`config.mk`:
```
export PLATFORM = sky130hd
export DESIGN_NAME = evt_irq_reg
export DESIGN_NICKNAME = d
export VERILOG_FILES = /design/src/rtl/evt_irq_pkg.sv /design/src/rtl/evt_flag_cell.sv /design/src/rtl/evt_line_merge.sv /design/src/rtl/evt_irq_reg.sv
export SDC_FILE = /design/constraint.sdc
export NUM_CORES = 1
export LEC_CHECK = 0
export BUFFER_PORTS_ARGS = -buffer_cell sky130_fd_sc_hd__clkbuf_2
export CAP_MARGIN = 25
export CORE_MARGIN = 2
export CORE_UTILIZATION = 33
export DETAILED_ROUTE_END_ITERATION = 12
export PLACE_DENSITY = 0.68
export SKIP_CTS_REPAIR_TIMING = 1
export SLEW_MARGIN = 20
export SYNTH_ARGS = -nofsm -noshare
export SYNTH_HDL_FRONTEND = slang
export SYNTH_SLANG_ARGS = --single-unit
```
`constraint.sdc`:
```
create_clock -name clk -period 1.04 [get_ports clk]
set_input_delay 0.052 -clock clk [delete_from_list [all_inputs] [get_ports clk]]
set_output_delay 0.052 -clock clk [all_outputs]
set_load 0.005 [all_outputs]
```
`src/rtl/evt_irq_pkg.sv`:
```
// Shared constants and position/grouping functions for the grouped event register.
// Assumes a 32-bit register word and exactly ten events on three lines.
package evt_irq_pkg;
    localparam int REG_W    = 32;
    localparam int NUM_EVT  = 10;
    localparam int NUM_LINE = 3;
    localparam int NUM_USB  = 2;

    // Bit position of an event's pending flag in the register word.
    function automatic int stat_pos(input int n);
        return (n < NUM_USB) ? n : n + 14;
    endfunction

    // Bit position of an event's enable flag in the register word.
    function automatic int en_pos(input int n);
        return (n < NUM_USB) ? n + 8 : n + 22;
    endfunction

    // Interrupt line that carries a given event.
    function automatic int line_of(input int n);
        if (n == 1)        return 0;
        else if (n == 0)   return 1;
        else if (n % 2 == 0) return 1;
        else               return 2;
    endfunction
endpackage

```
`src/rtl/evt_flag_cell.sv`:
```
// One event's sticky pending flag and enable flag.
// Assumes write data bits arrive already picked from the word; a pulse beats a clear.
module evt_flag_cell (
    input  logic clk,
    input  logic rst_n,
    input  logic wr_en,
    input  logic wr_stat,
    input  logic wr_enab,
    input  logic pulse,
    output logic stat_q,
    output logic enab_q,
    output logic pend
);
    // Update pending flag: set by pulse, cleared by a zero write.
    always_ff @(posedge clk) begin
        if (!rst_n)
            stat_q <= 1'b0;
        else if (pulse)
            stat_q <= 1'b1;
        else if (wr_en && !wr_stat)
            stat_q <= 1'b0;
    end

    // Update enable flag as a plain read/write bit.
    always_ff @(posedge clk) begin
        if (!rst_n)
            enab_q <= 1'b0;
        else if (wr_en)
            enab_q <= wr_enab;
    end

    // Event counts toward its line only while enabled.
    always_comb pend = stat_q & enab_q;

    assert_pulse_sets_R4: assert property (@(posedge clk) disable iff (!rst_n)
        pulse |=> stat_q);
    assert_pulse_wins_R6: assert property (@(posedge clk) disable iff (!rst_n)
        (pulse && wr_en && !wr_stat) |=> stat_q);
    assert_zero_clears_R5: assert property (@(posedge clk) disable iff (!rst_n)
        (wr_en && !wr_stat && !pulse) |=> !stat_q);
    assert_one_holds_R5: assert property (@(posedge clk) disable iff (!rst_n)
        (wr_en && wr_stat && !pulse) |=> $stable(stat_q));
    assert_enab_write_R7: assert property (@(posedge clk) disable iff (!rst_n)
        wr_en |=> (enab_q == $past(wr_enab)));
    assert_enab_hold_R7: assert property (@(posedge clk) disable iff (!rst_n)
        !wr_en |=> $stable(enab_q));
endmodule

```
`src/rtl/evt_line_merge.sv`:
```
// ORs the enabled pending events of each group onto its interrupt line.
// Assumes the grouping given by evt_irq_pkg::line_of.
module evt_line_merge
    import evt_irq_pkg::*;
#(
    parameter int N_EVT  = NUM_EVT,
    parameter int N_LINE = NUM_LINE
) (
    input  logic [N_EVT-1:0]  pend,
    output logic [N_LINE-1:0] line
);
    for (genvar l = 0; l < N_LINE; l++) begin : g_line
        // Gather the pending events routed to line l.
        always_comb begin
            line[l] = 1'b0;
            for (int n = 0; n < N_EVT; n++)
                if (line_of(n) == l) line[l] = line[l] | pend[n];
        end
    end
endmodule

```
`src/rtl/evt_irq_reg.sv`:
```
// Grouped DMA event interrupt register: ten sticky events, split enable/status
// fields in one 32-bit word, three grouped level interrupt lines.
// Assumes single-cycle event pulses and a single write strobe for the whole word.
module evt_irq_reg
    import evt_irq_pkg::*;
#(
    parameter int W     = REG_W,
    parameter int N_EVT = NUM_EVT,
    parameter int N_IRQ = NUM_LINE
) (
    input  logic             clk,
    input  logic             rst_n,
    input  logic             wr_en,
    input  logic [W-1:0]     wr_data,
    output logic [W-1:0]     rd_data,
    input  logic [N_EVT-1:0] evt_pulse,
    output logic [N_IRQ-1:0] irq_o
);
    logic [N_EVT-1:0] stat_q;
    logic [N_EVT-1:0] enab_q;
    logic [N_EVT-1:0] pend;

    for (genvar i = 0; i < N_EVT; i++) begin : g_cell
        localparam int SP = stat_pos(i);
        localparam int EP = en_pos(i);
        evt_flag_cell u_cell (
            .clk     (clk),
            .rst_n   (rst_n),
            .wr_en   (wr_en),
            .wr_stat (wr_data[SP]),
            .wr_enab (wr_data[EP]),
            .pulse   (evt_pulse[i]),
            .stat_q  (stat_q[i]),
            .enab_q  (enab_q[i]),
            .pend    (pend[i])
        );
    end

    // Assemble the read word from the per-event flags; unused bits stay 0.
    always_comb begin
        rd_data = '0;
        for (int n = 0; n < N_EVT; n++) begin
            rd_data[stat_pos(n)] = stat_q[n];
            rd_data[en_pos(n)]   = enab_q[n];
        end
    end

    evt_line_merge #(.N_EVT(N_EVT), .N_LINE(N_IRQ)) u_merge (
        .pend (pend),
        .line (irq_o)
    );

    assert_reset_clear_R1: assert property (@(posedge clk)
        !rst_n |=> (rd_data == '0));
    assert_unused_zero_R8: assert property (@(posedge clk) disable iff (!rst_n)
        wr_en |=> ((rd_data[15:10] == '0) && (rd_data[7:2] == '0)));
    assert_line0_R9: assert property (@(posedge clk) disable iff (!rst_n)
        irq_o[0] == (rd_data[1] & rd_data[9]));
    assert_line1_R10: assert property (@(posedge clk) disable iff (!rst_n)
        irq_o[1] == ((rd_data[0] & rd_data[8]) |
                     (|(rd_data[23:16] & rd_data[31:24] & 8'h55))));
    assert_line2_R11: assert property (@(posedge clk) disable iff (!rst_n)
        irq_o[2] == (|(rd_data[23:16] & rd_data[31:24] & 8'hAA)));
endmodule

```
==> results of run 1 <==
## stage by stage
step,power (mW),setup TNS (ps)
2_1_floorplan,1.102,0
3_3_place_gp,1.128,0
3_5_place_dp,1.138,0
4_1_cts,1.595,-295.8
5_1_grt,1.692,-340.9
6_report,1.593,-203.0
## Yosys cell counts
master,instances,share of area
nand2_1,2,0.0070
buf_4,33,0.23
mux2i_1,10,0.093
buf_12,1,0.019
conb_1,1,0.0035
nand2b_1,10,0.058
buf_6,1,0.010
clkbuf_1,2,0.0070
a22oi_1,3,0.021
nor2b_1,20,0.12
a222oi_1,1,0.0093
dfxtp_1,20,0.37
a21oi_1,10,0.047
and2_1,1,0.0058
## kinds of logic after synthesis
group / count (synthesis) / synth area share
mux: 10 / 0.09314
compound gates: 14 / 0.07683
buf+inv: 37 / 0.2666
simple gates: 33 / 0.1874
other cells: 1 / 0.003489
flops: 20 / 0.3725
## flip-flops by register name, summed over array words and instances, names as in the netlist
| register | cells |
|---|---|
| g_cell.u_cell.enab_q | 10 |
| g_cell.u_cell.stat_q | 10 |
## how the worst max path moves through the flow
stage                                  startpoint        to  slack [ps]  cells past startpoint
after floorplan           g_cell[0].u_cell.enab_q  irq_o[1]         290                      2
after CTS                 g_cell[0].u_cell.enab_q  irq_o[1]        -270                      3
after global placement    g_cell[0].u_cell.enab_q  irq_o[1]          70                      3
after global routing      g_cell[0].u_cell.stat_q  irq_o[1]        -290                      3
after detailed placement  g_cell[0].u_cell.enab_q  irq_o[1]          80                      3
final                     g_cell[0].u_cell.stat_q  irq_o[1]        -200                      3
## worst max-delay path, stage by stage, from the launching register on
cell and delay, ps:
dfxtp_2 340, a222oi_1 350, nand2_1 90, clkbuf_2 120
## cell type report
class | count | area [um^2]
Sequential cell | 20 | 405.4
Multi-Input combinational cell | 69 | 434.2
Tap cell | 44 | 55.05
Timing Repair Buffer | 65 | 377.9
Clock buffer | 4 | 36.28
Fill cell | 313 | 1769
## where the power goes
part           switching, mW  internal, mW  leakage, nW
Clock                  0.232         0.213       0.0210
Combinational          0.118         0.174        0.482
Sequential            0.0379         0.819        0.167
## routing by layer
layer / routed length (um) / track usage / part of all wire / vias to the layer above
met1: 893 / 0.1189 / 0.45 / 347
met5: 0 / 0 / 0 / -
met2: 928 / 0.1748 / 0.46 / 48
met3: 171 / 0.02311 / 0.085 / 2
met4: 8 / 0.05590 / 0.0040 / 0
li1: - / - / - / 417
==> results.sh, run 1 <==
export IMPL_outcome="finished, violations left"
export IMPL_violations="hold timing, setup timing"
export IMPL_cts_made_buffers=3
export IMPL_min_period_ps=1243
export IMPL_start_util=0.3492
export IMPL_syn_inst=115
export IMPL_cts_buffer_depth=2
export IMPL_max_clock_freq_mhz=804.5
export IMPL_whs_ps=-15.30
export IMPL_clk_pin_slew_ps=110
export IMPL_cap_violations=0
export IMPL_hold_viol=3
export IMPL_stdcell_area_mm2=0.001309
export IMPL_yosysUniqueCellTypes=14
export IMPL_rows=20
export IMPL_min_to="g_cell[2].u_cell.stat_q"
export IMPL_drt_iter0_markers=17
export IMPL_placedCellCount=189
export IMPL_ir_worst_vdd_v=0.0004698
export IMPL_track_usage=0.1026
export IMPL_htree_levels=1
export IMPL_r2r_setup_slack_ps=300
export IMPL_critPathRequiredTime_ps=990
export IMPL_drive_above_1_share=0.4304
export IMPL_p_per_area_mw_per_mm2=1217
export IMPL_grt_max_degree=21
export IMPL_root_buffer="clkbuf_4"
export IMPL_syn2layout_area_growth_pct=21.77
export IMPL_layout_common_cells="clkbuf_2, nor2b_1, dfxtp_1"
export IMPL_leakage_nw=0.6706
export IMPL_worstPathMaxFanout=2
export IMPL_io_pins=80
export IMPL_cp_arrival_ps=1190
export IMPL_rsz0062_at_grt="yes"
export IMPL_grt_pass1_vias=729
export IMPL_rr_startpoint="g_cell[3].u_cell.enab_q"
export IMPL_syn_avg_cell_area_um2=9.346
export IMPL_grt_first_pass_wirelength_mm=2.842
export IMPL_drc=0
export IMPL_core_mm2=0.003078
export IMPL_critical_path_class="reg2out"
export IMPL_final_util=0.4252
export IMPL_nNetsFinal=204
export IMPL_antenna_found_initial=0
export IMPL_num_antenna_cells=0
export IMPL_layout_commonest_cell="clkbuf_2"
export IMPL_min_delay_start="evt_pulse[2]"
export IMPL_ys_seq_elements=20
export IMPL_dieArea_mm2=0.003730
export IMPL_fin_crit_sh=1.195
export IMPL_gp_congestion=0.6304
export IMPL_rr_worst_depth=3
export IMPL_via_per_inst=4.030
export IMPL_skew_ps=0
export IMPL_hold_depth=3
export IMPL_slew_violations=0
export IMPL_start_kind="flop"
export IMPL_die_width_um=61.07
export IMPL_cts_tree="yes"
export IMPL_hp_class="in2reg"
export IMPL_die_h_um=61.07
export IMPL_end_kind="output pin"
export IMPL_clk_latency_ps=290
export IMPL_dr_pass1_iters=4
export IMPL_post_place_ws_ps=83.42
export IMPL_wl_per_cell_um=9.911
export IMPL_cts_sinks=20
export IMPL_final_setup_viol_count=1
export IMPL_final_antenna_net_count=0
export IMPL_reg2reg_to="g_cell[3].u_cell.enab_q"
export IMPL_dp_hpwl_mm=1.536
export IMPL_ys_warn_count=0
export IMPL_final_cells=202
export IMPL_io_buffers=55
export IMPL_synth_area_mm2=0.001075
export IMPL_seq_area_frac_synth=0.3725
export IMPL_postPlaceCellArea_mm2=0.001180
export IMPL_routed_via_count=814
export IMPL_fin_ws_ps=-203.0
export IMPL_wl_mm=2.002
export IMPL_grt_overflow_total=0
Power figures use the tool's default switching activity.
==> run 2, diff against run 1 <==
--- a/config.mk
+++ b/config.mk
@@ -10,5 +10,5 @@
 export CORE_MARGIN = 2
-export CORE_UTILIZATION = 33
+export CORE_UTILIZATION = 42
 export DETAILED_ROUTE_END_ITERATION = 12
-export PLACE_DENSITY = 0.68
+export PLACE_DENSITY = 0.83
 export SKIP_CTS_REPAIR_TIMING = 1
--- a/constraint.sdc
+++ b/constraint.sdc
@@ -3,2 +3,2 @@
 set_output_delay 0.052 -clock clk [all_outputs]
-set_load 0.005 [all_outputs]
+set_load 0.05 [all_outputs]
==> run 2 against run 1 <==
  * Sequential share of layout area down 1.3 points
  * Total power up 32%
  * The flow still finishes with violations (hold timing, setup timing)
  * Clock skew unchanged
  * Clock-buffer cell count down 1
  * Critical path depth unchanged
  * Design area up 5.5%
  * Largest power group unchanged
  * Highest routed layer unchanged
  * First-iteration DRC count down 35%
  * Clock power up 41%
  * Sequential power up 0.6%
  * Register-to-register slack about the same
==> results.sh, run 2 (synthesized netlist as in run 1, its figures left out) <==
export IMPL_outcome="finished, violations left"
export IMPL_violations="hold timing, setup timing"
export IMPL_reg2reg_to="g_cell[0].u_cell.enab_q"
export IMPL_grt_pass1_vias=677
export IMPL_slew_violations=0
export IMPL_min_to="g_cell[6].u_cell.stat_q"
export IMPL_cts_buffer_depth=2
export IMPL_drc=0
export IMPL_via_per_inst=4.426
export IMPL_ir_worst_vdd_v=0.001289
export IMPL_min_delay_start="evt_pulse[6]"
export IMPL_clk_latency_ps=300
export IMPL_whs_ps=-18.10
export IMPL_die_width_um=54.59
export IMPL_start_util=0.4378
export IMPL_drt_iter0_markers=11
export IMPL_clk_pin_slew_ps=120
export IMPL_p_total_mw=2.110
export IMPL_final_setup_viol_count=2
export IMPL_fin_crit_sh=1.274
export IMPL_grt_overflow_total=0
export IMPL_hold_depth=3
export IMPL_rr_worst_depth=3
export IMPL_nNetsFinal=204
export IMPL_dp_hpwl_mm=1.465
export IMPL_cts_tree="yes"
export IMPL_rows=18
export IMPL_layout_commonest_cell="clkbuf_2"
export IMPL_max_clock_freq_mhz=754.8
export IMPL_dieArea_mm2=0.002980
export IMPL_end_kind="output pin"
export IMPL_cts_made_buffers=3
export IMPL_grt_max_degree=21
export IMPL_biggestRegsByFlops="g_cell.u_cell.enab_q x10, g_cell.u_cell.stat_q x10"
export IMPL_routed_via_count=832
export IMPL_min_period_ps=1325
export IMPL_track_usage=0.1259
export IMPL_r2r_setup_slack_ps=290
export IMPL_cap_violations=0
export IMPL_io_pins=80
export IMPL_grt_first_pass_wirelength_mm=2.663
export IMPL_rsz0062_at_grt="yes"
export IMPL_critPathRequiredTime_ps=990
export IMPL_htree_levels=1
export IMPL_skew_ps=0
export IMPL_num_antenna_cells=0
export IMPL_cts_sinks=20
export IMPL_cp_arrival_ps=1270
export IMPL_critical_path_class="reg2out"
export IMPL_hold_viol=3
export IMPL_root_buffer="clkbuf_4"
export IMPL_leakage_nw=0.6924
export IMPL_final_antenna_net_count=0
export IMPL_fillCellCount=219
export IMPL_gp_congestion=0.6482
export IMPL_io_buffers=55
export IMPL_wl_mm=2.205
export IMPL_hp_class="in2reg"
export IMPL_drive_above_1_share=0.4620
export IMPL_start_kind="flop"
export IMPL_final_util=0.5627
export IMPL_antenna_found_initial=0
export IMPL_post_place_ws_ps=-9.850
export IMPL_wl_per_cell_um=11.73
export IMPL_rr_startpoint="g_cell[0].u_cell.enab_q"
export IMPL_worstPathMaxFanout=2
export IMPL_core_mm2=0.002455
export IMPL_dr_pass1_iters=4
export IMPL_layout_common_cells="clkbuf_2, nor2b_1, clkbuf_4"
export IMPL_die_h_um=54.59
export IMPL_syn2layout_area_growth_pct=28.52
export IMPL_p_per_area_mw_per_mm2=1528
export IMPL_fin_ws_ps=-284.8
==> run 2: cell types whose count changed in the layout (fill, tap and decap cells not counted), moves of 2 or more <==
cell	previous run	this run
buf_2	0	2
buf_6	0	5
clkbuf_4	3	13
dfxtp_2	4	8
clkbuf_2	55	37
dfxtp_1	16	12
==> run 2: worst max path at each step <==
stage / startpoint / endpoint / slack, ps / depth (start not counted)
global route: g_cell[0].u_cell.stat_q / irq_o[1] / -380 / 3
CTS: g_cell[0].u_cell.enab_q / irq_o[1] / -370 / 3
global placement: g_cell[0].u_cell.enab_q / irq_o[1] / 7 / 3
finish: g_cell[0].u_cell.stat_q / irq_o[1] / -280 / 3
detailed placement: g_cell[0].u_cell.enab_q / irq_o[1] / -10 / 3
floorplan: g_cell[0].u_cell.enab_q / irq_o[1] / 40 / 2
==> run 2: power by group <==
part | total [mW] | switching, mW | internal (mW) | leakage, nW
registers | 0.862 | 0.0409 | 0.821 | 0.169
clock network | 0.627 | 0.238 | 0.389 | 0.0279
logic | 0.621 | 0.413 | 0.208 | 0.496
total | 2.11 | 0.692 | 1.42 | 0.692
==> run 2: through the flow <==
step	cells	setup TNS (ps)	instance area (um^2)
floorplan	126	0	1116
global route	188	-547.1	1381
global placement	177	0	1177
detailed placement	177	-9.850	1177
CTS	181	-764.8	1230
finish	188	-390.0	1381
==> run 2: routing by layer <==
layer,GRT usage,share of wire,vias to the layer above
met5,0,0,-
met4,0.02500,0.0054,0
met3,0.06011,0.074,2
met2,0.2183,0.55,42
met1,0.1388,0.37,375
li1,-,-,413
==> run 2: worst max-delay path: stages (launching register included) <==
cell and delay [ps]:
dfxtp_2 340, a222oi_1 350, nand2_1 120, buf_6 170
==> run 2: layout make-up <==
cell class / count / area (um^2) / share of cell area
Clock inverter: 1 / 30.03 / 0.02174
Tap cell: 30 / 37.54 / 0.02717
Clock buffer: 3 / 22.52 / 0.01630
Sequential cell: 20 / 410.4 / 0.2971
Multi-Input combinational cell: 69 / 441.7 / 0.3197
Timing Repair Buffer: 65 / 439.2 / 0.3179
==> run 3, diff against run 2 <==
Settings changed: HOLD_SLACK_MARGIN from default to 0.15, SKIP_CTS_REPAIR_TIMING 1 to default.
==> run 3 against run 2 <==
  * The run ends with setup timing left
  * Highest routed layer unchanged
  * Routed wire length up 26%
  * Sequential power about the same
  * Critical endpoint unchanged
  * Design area up 19%
  * Clock power up 2%
  * Maximum frequency down 2.8%
  * Global-route usage up 6.4 points
  * First-iteration DRC count up 36%
  * Total power up 5.2%
  * Non-clock buffer count up 25
  * Critical path type unchanged
  * Register-to-register slack about the same
==> results.sh, run 3 (synthesized netlist as in run 1, its figures left out) <==
export IMPL_outcome="finished, violations left"
export IMPL_violations="setup timing"
export IMPL_dr_pass1_iters=4
export IMPL_wl_per_cell_um=13.09
export IMPL_cp_arrival_ps=1310
export IMPL_fillCellCount=177
export IMPL_drt_iter0_markers=15
export IMPL_die_width_um=54.59
export IMPL_slowest_stage="dfxtp_1"
export IMPL_rr_worst_depth=3
export IMPL_antenna_found_initial=0
export IMPL_routed_via_count=961
export IMPL_clk_latency_ps=310
export IMPL_drc=0
export IMPL_cts_sinks=20
export IMPL_p_per_area_mw_per_mm2=1345
export IMPL_routed_wl_met3_um=206
export IMPL_gp_congestion=0.6482
export IMPL_min_period_ps=1363
export IMPL_rows=18
export IMPL_p_total_mw=2.219
export IMPL_skew_ps=0
export IMPL_leakage_nw=0.8047
export IMPL_worstPathMaxFanout=3
export IMPL_core_mm2=0.002455
export IMPL_die_h_um=54.59
export IMPL_biggestRegsByFlops="g_cell.u_cell.enab_q x10, g_cell.u_cell.stat_q x10"
export IMPL_htree_levels=1
export IMPL_nNetsFinal=229
export IMPL_layout_common_cells="clkbuf_2, dlygate4sd3_1, nor2b_1"
export IMPL_cap_violations=0
export IMPL_dieArea_mm2=0.002980
export IMPL_max_clock_freq_mhz=733.5
export IMPL_start_kind="flop"
export IMPL_cts_tree="yes"
export IMPL_track_usage=0.1899
export IMPL_grt_max_degree=21
export IMPL_dp_hpwl_mm=1.465
export IMPL_hold_depth=2
export IMPL_hold_viol=0
export IMPL_clk_pin_slew_ps=130
export IMPL_finalSetupTns_ps=-441.9
export IMPL_num_antenna_cells=0
export IMPL_syn2layout_area_growth_pct=53.55
export IMPL_fin_ws_ps=-323.3
export IMPL_grt_first_pass_wirelength_mm=3.946
export IMPL_hp_class="in2reg"
export IMPL_drt_met1_wl_mm=1.024
export IMPL_final_antenna_net_count=0
export IMPL_critPathMaxStageDelay_ps=360
export IMPL_path_cells="a222oi_1 -> nand2_1 -> clkbuf_8"
export IMPL_cts_buffer_depth=2
export IMPL_via_per_inst=4.512
export IMPL_cts_made_buffers=3
export IMPL_multi_input_area_um2=444.2
export IMPL_fin_crit_sh=1.311
export IMPL_rsz0062_at_grt="yes"
export IMPL_seq_area_um2=409.1
export IMPL_highest_layer="met4"
export IMPL_layout_commonest_cell="clkbuf_2"
export IMPL_critical_path_class="reg2out"
export IMPL_wl_mm=2.789
export IMPL_critPathRequiredTime_ps=990
export IMPL_io_buffers=55
export IMPL_slew_violations=0
export IMPL_met2_length_mm=1.535
export IMPL_ir_worst_vdd_v=0.001466
export IMPL_drive_above_1_share=0.4098
export IMPL_end_kind="output pin"
export IMPL_grt_pass1_vias=927
export IMPL_root_buffer="clkbuf_4"
export IMPL_start_util=0.4378
export IMPL_io_pins=80
export IMPL_final_util=0.6723
export IMPL_grt_overflow_total=0
export IMPL_final_setup_viol_count=2
## run 3: worst paths after layout
check | slack (ps) | start | to
setup / recovery | -320 | g_cell[6].u_cell.stat_q | irq_o[1]
hold reg to reg | 530 | g_cell[1].u_cell.stat_q | g_cell[1].u_cell.stat_q
hold / removal | 200 | rst_n | g_cell[0].u_cell.stat_q
setup reg to reg | 280 | g_cell[0].u_cell.enab_q | g_cell[0].u_cell.enab_q
## run 3: timing repair
action                                  4_1_cts  5_1_grt
endpoints found under the setup margin        7       21
setup buffers                                 1        1
pin swaps                                     1        2
hold endpoints to repair                     20        0
gates resized for setup                      16       36
hold buffers                                 30        0
## run 3: metal layers
layer / vias to the layer above / track usage
li1: 464 / -
met1: 446 / 0.1913
met2: 47 / 0.3690
met3: 4 / 0.07377
met4: 0 / 0.02500
met5: - / 0
## run 3: cell type report
type                            instances  area share
Tap cell                               30     0.02274
Clock inverter                          1     0.01820
Clock buffer                            3     0.01365
Sequential cell                        20      0.2479
Timing Repair Buffer                   90      0.4284
Multi-Input combinational cell         69      0.2691
## run 3: worst max-delay path, delay by kind of cell (launching register included)
kind | cells | cell delay, ps
compound gates | 1 | 330
buf+inv | 1 | 200
flops | 1 | 360
simple gates | 1 | 120
## run 3: report_power, final
| part | switching (mW) | internal [mW] |
|---|---|---|
| registers | 0.0417 | 0.820 |
| clock network | 0.249 | 0.390 |
| logic | 0.437 | 0.281 |
| total | 0.728 | 1.49 |
## run 3: per-stage QoR
stage	hold slack, ps	cells	setup slack, ps	area [um^2]
after global routing	227.8	213	-389.9	1650
after detailed placement	286.9	177	-9.850	1177
final	199.4	213	-323.3	1650
after global placement	275.9	177	6.502	1177
after CTS	212.0	212	-319.2	1597
after floorplan	190.5	126	35.05	1116
